`src/rtl/tri_avg_pkg.sv`:
```
package tri_avg_pkg;
  // Effective exponent: requests above the limit saturate.
  function automatic int clamp_m(input int req, input int lim);
    return (req > lim) ? lim : req;
  endfunction

  // Number of taps for a given exponent.
  function automatic int win_len(input int m);
    return 1 << m;
  endfunction
endpackage

```
`src/rtl/m_tracker.sv`:
```
module m_tracker #(
  parameter int MMAX = 6,
  parameter int MW   = 3
) (
  input  logic          clk,
  input  logic          rst_n,
  input  logic [MW-1:0] m_sel,
  output logic [MW-1:0] m_q,
  output logic          flush
);
  logic [MW-1:0] m_lim;

  always_comb begin
    m_lim = MW'(tri_avg_pkg::clamp_m(int'(m_sel), MMAX));
    flush = (m_lim != m_q);
  end

  always_ff @(posedge clk or negedge rst_n) begin
    if (!rst_n) m_q <= '0;
    else        m_q <= m_lim;
  end
endmodule

```
`src/rtl/boxcar_stage.sv`:
```
module boxcar_stage #(
  parameter int DW   = 16,
  parameter int MMAX = 6,
  parameter int MW   = 3
) (
  input  logic                 clk,
  input  logic                 rst_n,
  input  logic                 flush,
  input  logic [MW-1:0]        m,
  input  logic                 in_valid,
  input  logic signed [DW-1:0] in_data,
  output logic                 out_valid,
  output logic signed [DW-1:0] out_data
);
  localparam int DEPTH = 1 << MMAX;
  localparam int AW    = DW + MMAX + 1;

  logic signed [DW-1:0] dline [DEPTH];
  logic signed [AW-1:0] acc, acc_nxt;
  logic signed [DW-1:0] oldest;

  function automatic logic signed [DW-1:0] scale_down(input logic signed [AW-1:0] s,
                                                      input logic [MW-1:0] sh);
    logic signed [AW-1:0] q;
    q = s >>> sh;
    return q[DW-1:0];
  endfunction

  always_comb begin
    oldest = '0;
    for (int i = 0; i < DEPTH; i++)
      if (i == tri_avg_pkg::win_len(int'(m)) - 1) oldest = dline[i];
    acc_nxt = acc + {{(AW-DW){in_data[DW-1]}}, in_data}
                  - {{(AW-DW){oldest[DW-1]}}, oldest};
  end

  always_ff @(posedge clk or negedge rst_n) begin
    if (!rst_n) begin
      for (int i = 0; i < DEPTH; i++) dline[i] <= '0;
      acc       <= '0;
      out_valid <= 1'b0;
      out_data  <= '0;
    end else if (flush) begin
      for (int i = 0; i < DEPTH; i++) dline[i] <= '0;
      acc       <= '0;
      out_valid <= 1'b0;
      out_data  <= '0;
    end else begin
      out_valid <= in_valid;
      if (in_valid) begin
        dline[0] <= in_data;
        for (int i = 1; i < DEPTH; i++) dline[i] <= dline[i-1];
        acc      <= acc_nxt;
        out_data <= scale_down(acc_nxt, m);
      end
    end
  end
endmodule

```
`src/rtl/tri_avg_filter.sv`:
```
module tri_avg_filter #(
  parameter  int DW   = 16,
  parameter  int MMAX = 6,
  localparam int MW   = $clog2(MMAX + 1)
) (
  input  logic                 clk,
  input  logic                 rst_n,
  input  logic [MW-1:0]        m_sel,
  input  logic                 in_valid,
  input  logic signed [DW-1:0] in_data,
  output logic                 out_valid,
  output logic signed [DW-1:0] out_data
);
  logic [MW-1:0]        m_q;
  logic                 flush;
  logic                 take;
  logic                 s1_valid;
  logic signed [DW-1:0] s1_data;

  m_tracker #(.MMAX(MMAX), .MW(MW)) u_mtrk (
    .clk(clk), .rst_n(rst_n), .m_sel(m_sel), .m_q(m_q), .flush(flush)
  );

  assign take = in_valid & ~flush;

  boxcar_stage #(.DW(DW), .MMAX(MMAX), .MW(MW)) u_st1 (
    .clk(clk), .rst_n(rst_n), .flush(flush), .m(m_q),
    .in_valid(take), .in_data(in_data),
    .out_valid(s1_valid), .out_data(s1_data)
  );

  boxcar_stage #(.DW(DW), .MMAX(MMAX), .MW(MW)) u_st2 (
    .clk(clk), .rst_n(rst_n), .flush(flush), .m(m_q),
    .in_valid(s1_valid), .in_data(s1_data),
    .out_valid(out_valid), .out_data(out_data)
  );
endmodule

```
`config.mk`:
```
export PLATFORM = sky130hd
export DESIGN_NAME = tri_avg_filter
export DESIGN_NICKNAME = d
export VERILOG_FILES = /design/src/rtl/tri_avg_pkg.sv /design/src/rtl/m_tracker.sv /design/src/rtl/boxcar_stage.sv /design/src/rtl/tri_avg_filter.sv
export SDC_FILE = /design/constraint.sdc
export NUM_CORES = 2
export LEC_CHECK = 0
export CAP_MARGIN = 25
export CORE_MARGIN = 5
export CORE_UTILIZATION = 55
export CTS_BUF_LIST = sky130_fd_sc_hd__clkbuf_8
export DETAILED_ROUTE_END_ITERATION = 12
export PLACE_DENSITY = 0.71
export SLEW_MARGIN = 40
export SYNTH_ARGS = -nofsm -noshare
export SYNTH_HDL_FRONTEND = slang
export SYNTH_HIERARCHICAL = 1
export SYNTH_SLANG_ARGS = --single-unit
```
`constraint.sdc`:
```
create_clock -name clk -period 6.25 [get_ports clk]
set_input_delay 1.25 -clock clk [delete_from_list [all_inputs] [get_ports clk]]
set_output_delay 1.25 -clock clk [all_outputs]
set_load 0.02 [all_outputs]
```
**After elaboration in Yosys (flattened, before gate mapping)**

Cells that the tools add are included.

- Input port bits: 22
- Output and inout bits: 17
- Logic and storage cells: 356
- Bits in registers: 2,131

- $add $sub $neg: 5
- Shift-type cells: 3
- Multiplexer cells: 143
- Bitwise operators: 2
- Reductions and logical operators: 3
- Eq/ne operators: 64
- Magnitude comparators: 1

Operators with widths:

| operator | count |
|---|---|
| $mux W1024 | 4 |
| $mux W16 | 132 |
| $eq A7 B32 Y1 const A | 32 |
| $eq A6 B32 Y1 const A | 16 |
| $eq A5 B32 Y1 const A | 8 |
| $eq A4 B32 Y1 const A | 4 |
| $mux W23 | 4 |
| $eq A3 B32 Y1 const A | 2 |
| $add A23 B23 Y23 | 2 |
| $sshr A23 B3 Y16 | 2 |
| $sub A23 B23 Y23 | 2 |
| $eq A2 B32 Y1 const A | 1 |
| $logic_not A32 Y1 | 1 |
| $shl A1 B3 Y32 const A | 1 |
| $sub A32 B2 Y32 const B | 1 |
| $reduce_bool A2 Y1 | 2 |
| $gt A3 B3 Y1 const B | 1 |
| $mux W3 | 1 |
| $ne A3 B3 Y1 | 1 |
| $mux W1 | 2 |
| $and A1 B1 Y1 | 1 |
| $not A1 Y1 | 1 |

**Logic depth before layout (Yosys ltp)**

- Depth in word-level cells: 71
- Mapped depth: 24
- Mapped depth without buffers: 22

**By module**

The synthesis kept the hierarchy.

Modules (own cells, without submodules):

| module | times used | seq. area each (um^2) | cells an instance | area an instance (um^2) |
|---|---|---|---|---|
| boxcar_stage | 2 | 26,625.5 | 3,899 | 45,685.1 |
| m_tracker | 1 | 75.1 | 16 | 168.9 |
| tri_avg_filter | 1 | 0.0 | 1 | 13.8 |

**Least setup slack after synthesis**

Ideal clock, no wire load.

- Path kind: register to register
- From: reg u_mtrk.m_q[0]
- To: reg u_st1.out_data[11]
- Arrival: 5.343 ns
- Setup time: 0.118 ns
- Cell stages (with the launch flop): 21
- Setup slack: 0.789 ns
- Buffers on the path: 3
- Data required time: 6.132 ns
- Clock period less this slack: 5.461 ns
- Cells stage by stage: dfrtp_1 -> inv_2 -> buf_2 -> clkbuf_1 -> nor2_1 -> ha_1 -> nand3_1 -> nor3_1 -> clkbuf_1 -> a21oi_1 -> fa_1 -> inv_1 -> fa_1 -> and2b_1 -> o2111ai_1 -> a211oi_1 -> o21ai_0 -> and2_4 -> mux4_2 -> a22o_1 -> a21o_1

- Word-level cells in the longest chain between the ends: 71
- Elaborated cells between the ends (all ways): 138
- Classes of those cells: 2 x add/sub; 64 x eq/ne; 2 x shift; 66 x mux; 2 x bitwise; 2 x reduce/logical

Ends and longest elaborated chain:

| element | line | RTL |
|---|---|---|
| start: declaration | m_tracker.sv:8 | `output logic [MW-1:0] m_q,` |
| start signal: assignment | m_tracker.sv:20 | `else m_q <= m_lim;` |
| $shl A1 B3 Y32 | tri_avg_pkg.sv:9 | `return 1 << m;` |
| $sub A32 B2 Y32 | boxcar_stage.sv:32 | `if (i == tri_avg_pkg::win_len(int'(m)) - 1) oldest = dline[i];` |
| $logic_not A32 Y1 | boxcar_stage.sv:32 |  |
| $mux W16 (64 in series) | boxcar_stage.sv:32 |  |
| $sub A23 B23 Y23 | boxcar_stage.sv:34 | `- {{(AW-DW){oldest[DW-1]}}, oldest};` |
| $sshr A23 B3 Y16 | boxcar_stage.sv:25 | `q = s >>> sh;` |
| $mux W16 | boxcar_stage.sv:50 | `if (in_valid) begin` |
| $mux W16 | boxcar_stage.sv:43 | `end else if (flush) begin` |
| end signal: assignment | boxcar_stage.sv:54 | `out_data <= scale_down(acc_nxt, m);` |
| end: declaration | boxcar_stage.sv:13 | `output logic signed [DW-1:0] out_data` |

Several ways; a longest one is shown, not always the timed one. The select of a mux whose other input is x is not followed.
A chain may end at the register's enable or synchronous reset.

**Worst setup path after layout**

- From: reg u_mtrk.m_q[1]
- To: reg u_st2.out_data[9]

- Word-level cells in the longest chain between the ends: 71
- Elaborated cells between the ends (all ways): 136
- Classes of those cells: 2 x add/sub; 64 x eq/ne; 2 x shift; 66 x mux; 2 x reduce/logical

Ends and longest elaborated chain:

| element | line |
|---|---|
| $shl A1 B3 Y32 | tri_avg_pkg.sv:9 |
| $sub A32 B2 Y32 | boxcar_stage.sv:32 |
| $logic_not A32 Y1 | boxcar_stage.sv:32 |
| $mux W16 (64 in series) | boxcar_stage.sv:32 |
| $sub A23 B23 Y23 | boxcar_stage.sv:34 |
| $sshr A23 B3 Y16 | boxcar_stage.sv:25 |
| $mux W16 | boxcar_stage.sv:50 |
| $mux W16 | boxcar_stage.sv:43 |
| end signal: assignment | boxcar_stage.sv:54 |
| end: declaration | boxcar_stage.sv:13 |

Several ways; a longest one is shown, not always the timed one. The select of a mux whose other input is x is not followed.

==> impl_metrics.yaml <==
finish:
  fill_cells: 13400
  fin_nets: 7914
  drive_gt1_share_pct: 8.56
  final_area_mm2: 0.101
  final_common_cell: "nor2_1"
  layout_common_cells: "2186 x nor2_1, 2140 x mux2i_1, 2128 x dfrtp_1, 447 x clkbuf_8, 198 x inv_1"
  area.growth.synth_to_final_pct: 10.8
place:
  hpwl_um: 105000
  io_buffer_count: 38
  placed_area_mm2: 0.0942
  gp_congestion: 0.910
yosys:
  synth.distinct_cells: 71
  ys_ff_latch: 2131
  ys_async_sr_fraction_pct: 100
  syn_area_per_cell_um2: 11.7
  ys_seq_area_share_pct: 58.2
  synth_area_mm2: 0.0916
  syn-instance-count: 7815
  synthFlopType: "dfrtp_1"
  synth-edff-count: 0
  syn_nets: 7931
  yosys_warnings: 6
pwr:
  p_seq_share_pct: 50.5
  p_clk_share_pct: 43.8
  internal-power_mw: 20.9
  p_leak_nw: 41.2
  vdd_drop_max_mv: 0.223
  switchingPower_mw: 6.42
  comb_power_share_pct: 5.7
  powerDensity_mw_per_mm2: 270
  switching_share_pct: 23.5
sta:
  hold_viol: 0
  fmaxAchievable_ghz: 0.175
  fin_tns_setup_ps: 0
  layout_min_cycle_time_ps: 5720
  skew_ps: 76.4
  rsz0062_at_grt: "no"
  setup_violations: 0
  slew_headroom_pct: 42.8
  worst_pin_slew_ps: 859
  post-route-period-util_pct: 91.6
  maxSlewViolCount: 0
min_path:
  hold_path.class: "in2async"
clock_network:
  cts_buffers: 359
  ctsResizeCount: 0
  h-tree-depth: 5
  post_cts_buffers: 0
  hold_buffers: 0
  path_clk_slew_ps: 60
  cts.sinks: 2131
  insertion_delay_ps: 1040
  cts_root_buf: "clkbuf_8"
  clockBufferDepth: 4
  cts_tree: "built"
setup_path:
  arrival_ps: 6590
  crit_path_start_kind: "flip-flop"
  worst-endpoint-required_ps: 7120
  critical_path_class: "reg2reg"
  endpoint_kind: "flip-flop"
  cp_max_fo: 45
route:
  via_count: 55200
  avgRoutedWirePerCell_um: 16.8
  drt-initial-drc-count: 4189
  antenna_left: 0
  drc_errors: 0
  wl_um: 172000
  vias_per_cell: 5.38
  drtPass1Iterations: 7
global_routing:
  grt_usage_pct: 20.0
  grtUsageMet3_pct: 3.28
  grt_max_degree: 214
  grt_pass1_vias: 55900
  antenna_found_initial: 2
  top_usage_layer: "met2"
  grt_first_pass_wirelength_um: 293000
  grt-ovfl-total: 0
  met2_usage_pct: 31.3
  met1_usage_pct: 28.7
die:
  io_pins: 39
  die_w_um: 418
  die_y_um: 418
  initial_core_util_pct: 55.4
  dieArea_mm2: 0.175
  rows: 149
  design.core.area_mm2: 0.165
flow_run:
  drv_cap: 0
outcome:
  status: "completed"
-- path summary, 6_finish.rpt --
kind                       depth (start not counted)        startpoint  slack, ps                end
max                                               18     u_mtrk/m_q[1]        530  u_st2/out_data[9]
min                                                1             rst_n        150   u_st2/dline[679]
max reg2reg                                       18     u_mtrk/m_q[1]        530  u_st2/out_data[9]
min reg2reg                                        2  u_st2/dline[375]        470   u_st2/dline[359]
max in group asynchronous                          4             rst_n       4220   u_st1/dline[268]
min in group clk                                   2  u_st2/dline[375]        470   u_st2/dline[359]
-- cell families after synthesis --
family          share of synthesized area, %
compound gates                          2.80
xor+xnor                               0.258
fa+ha+maj                               1.65
buf+inv                                 2.56
flops                                   58.2
mux                                     24.3
simple gates                            10.2
-- per-layer routing --
| metal | up-vias | share of wire [%] |
|---|---|---|
| met1 | 27600 | 47 |
| met4 | 0 | 2.6 |
| met2 | 755 | 47 |
| met3 | 332 | 3.2 |
| li1 | 26500 | - |
| met5 | - | 0 |
-- critical path: stages (launching register included) --
cell and delay (ps):
dfrtp_4 420, buf_4 630, clkinv_1 230, buf_4 260, nor2_1 150, buf_4 250, a22oi_1 120, o22ai_1 150
a21oi_1 80, fa_1 470, ha_1 310, a211oi_1 370, o211ai_1 370, a21o_1 320, a2111oi_0 600, nor4_1 160
a21oi_1 290, mux2i_1 120, a211oi_1 270
-- power by group through the flow --
stage	clock network (mW)	logic [mW]	registers, mW
after floorplan	0	0.955	14.1
after global placement	0	1.55	14.1
after detailed placement	0	1.57	14.1
after CTS	12.4	1.57	13.8
after global routing	13.1	1.72	13.8
final	12.0	1.56	13.8
-- per-stage QoR --
step	util [%]	hold WS [ps]	std cells	worst slack, ps	power, mW
global placement	57.0	471	9618	658	15.6
finish	61.4	149	10200	527	27.4
floorplan	-	480	7815	789	15.0
global route	61.4	76.6	10200	85.9	28.6
CTS	61.3	217	10200	557	27.8
detailed placement	57.0	470	9620	575	15.6
-- registers in the layout (all words and copies together), names as in the netlist --
name and count:
u_st1/dline 1024, u_st2/dline 1024, u_st1/acc 23, u_st2/acc 23, u_st1/out_data 16, u_st2/out_data 16, u_mtrk/m_q 3, u_st1/out_valid 1
u_st2/out_valid 1
-- area by class of cell --
| type | count | area (um^2) | share of cell area [%] |
|---|---|---|---|
| inverter | 76 | 285 | 0.281 |
| timing repair buffer | 160 | 2100 | 2.07 |
| clock inverter | 167 | 875 | 0.863 |
| antenna | 6 | 15.0 | 0.0148 |
| multi-input combinational | 5070 | 35900 | 35.4 |
| sequential | 2131 | 53300 | 52.6 |
| clock buffer | 447 | 6150 | 6.07 |
| tap | 2189 | 2740 | 2.70 |
-- cell usage after synthesis, drive strengths merged, types with 26 or more instances --
| library cell | number | area (um^2) |
|---|---|---|
| o21ai | 40 | 200 |
| a22oi | 34 | 255 |
| mux2 | 32 | 360 |
| fa | 44 | 881 |
| dfrtp | 2131 | 53300 |
| nor2 | 2186 | 8210 |
| inv | 74 | 278 |
| clkbuf | 325 | 1220 |
| buf | 212 | 831 |
| a21oi | 108 | 556 |
| a211oi | 40 | 330 |
| nor3 | 26 | 130 |
| nand2 | 59 | 221 |
| mux2i | 2140 | 21400 |
| ha | 50 | 626 |
(Power assumes the default switching activity.)
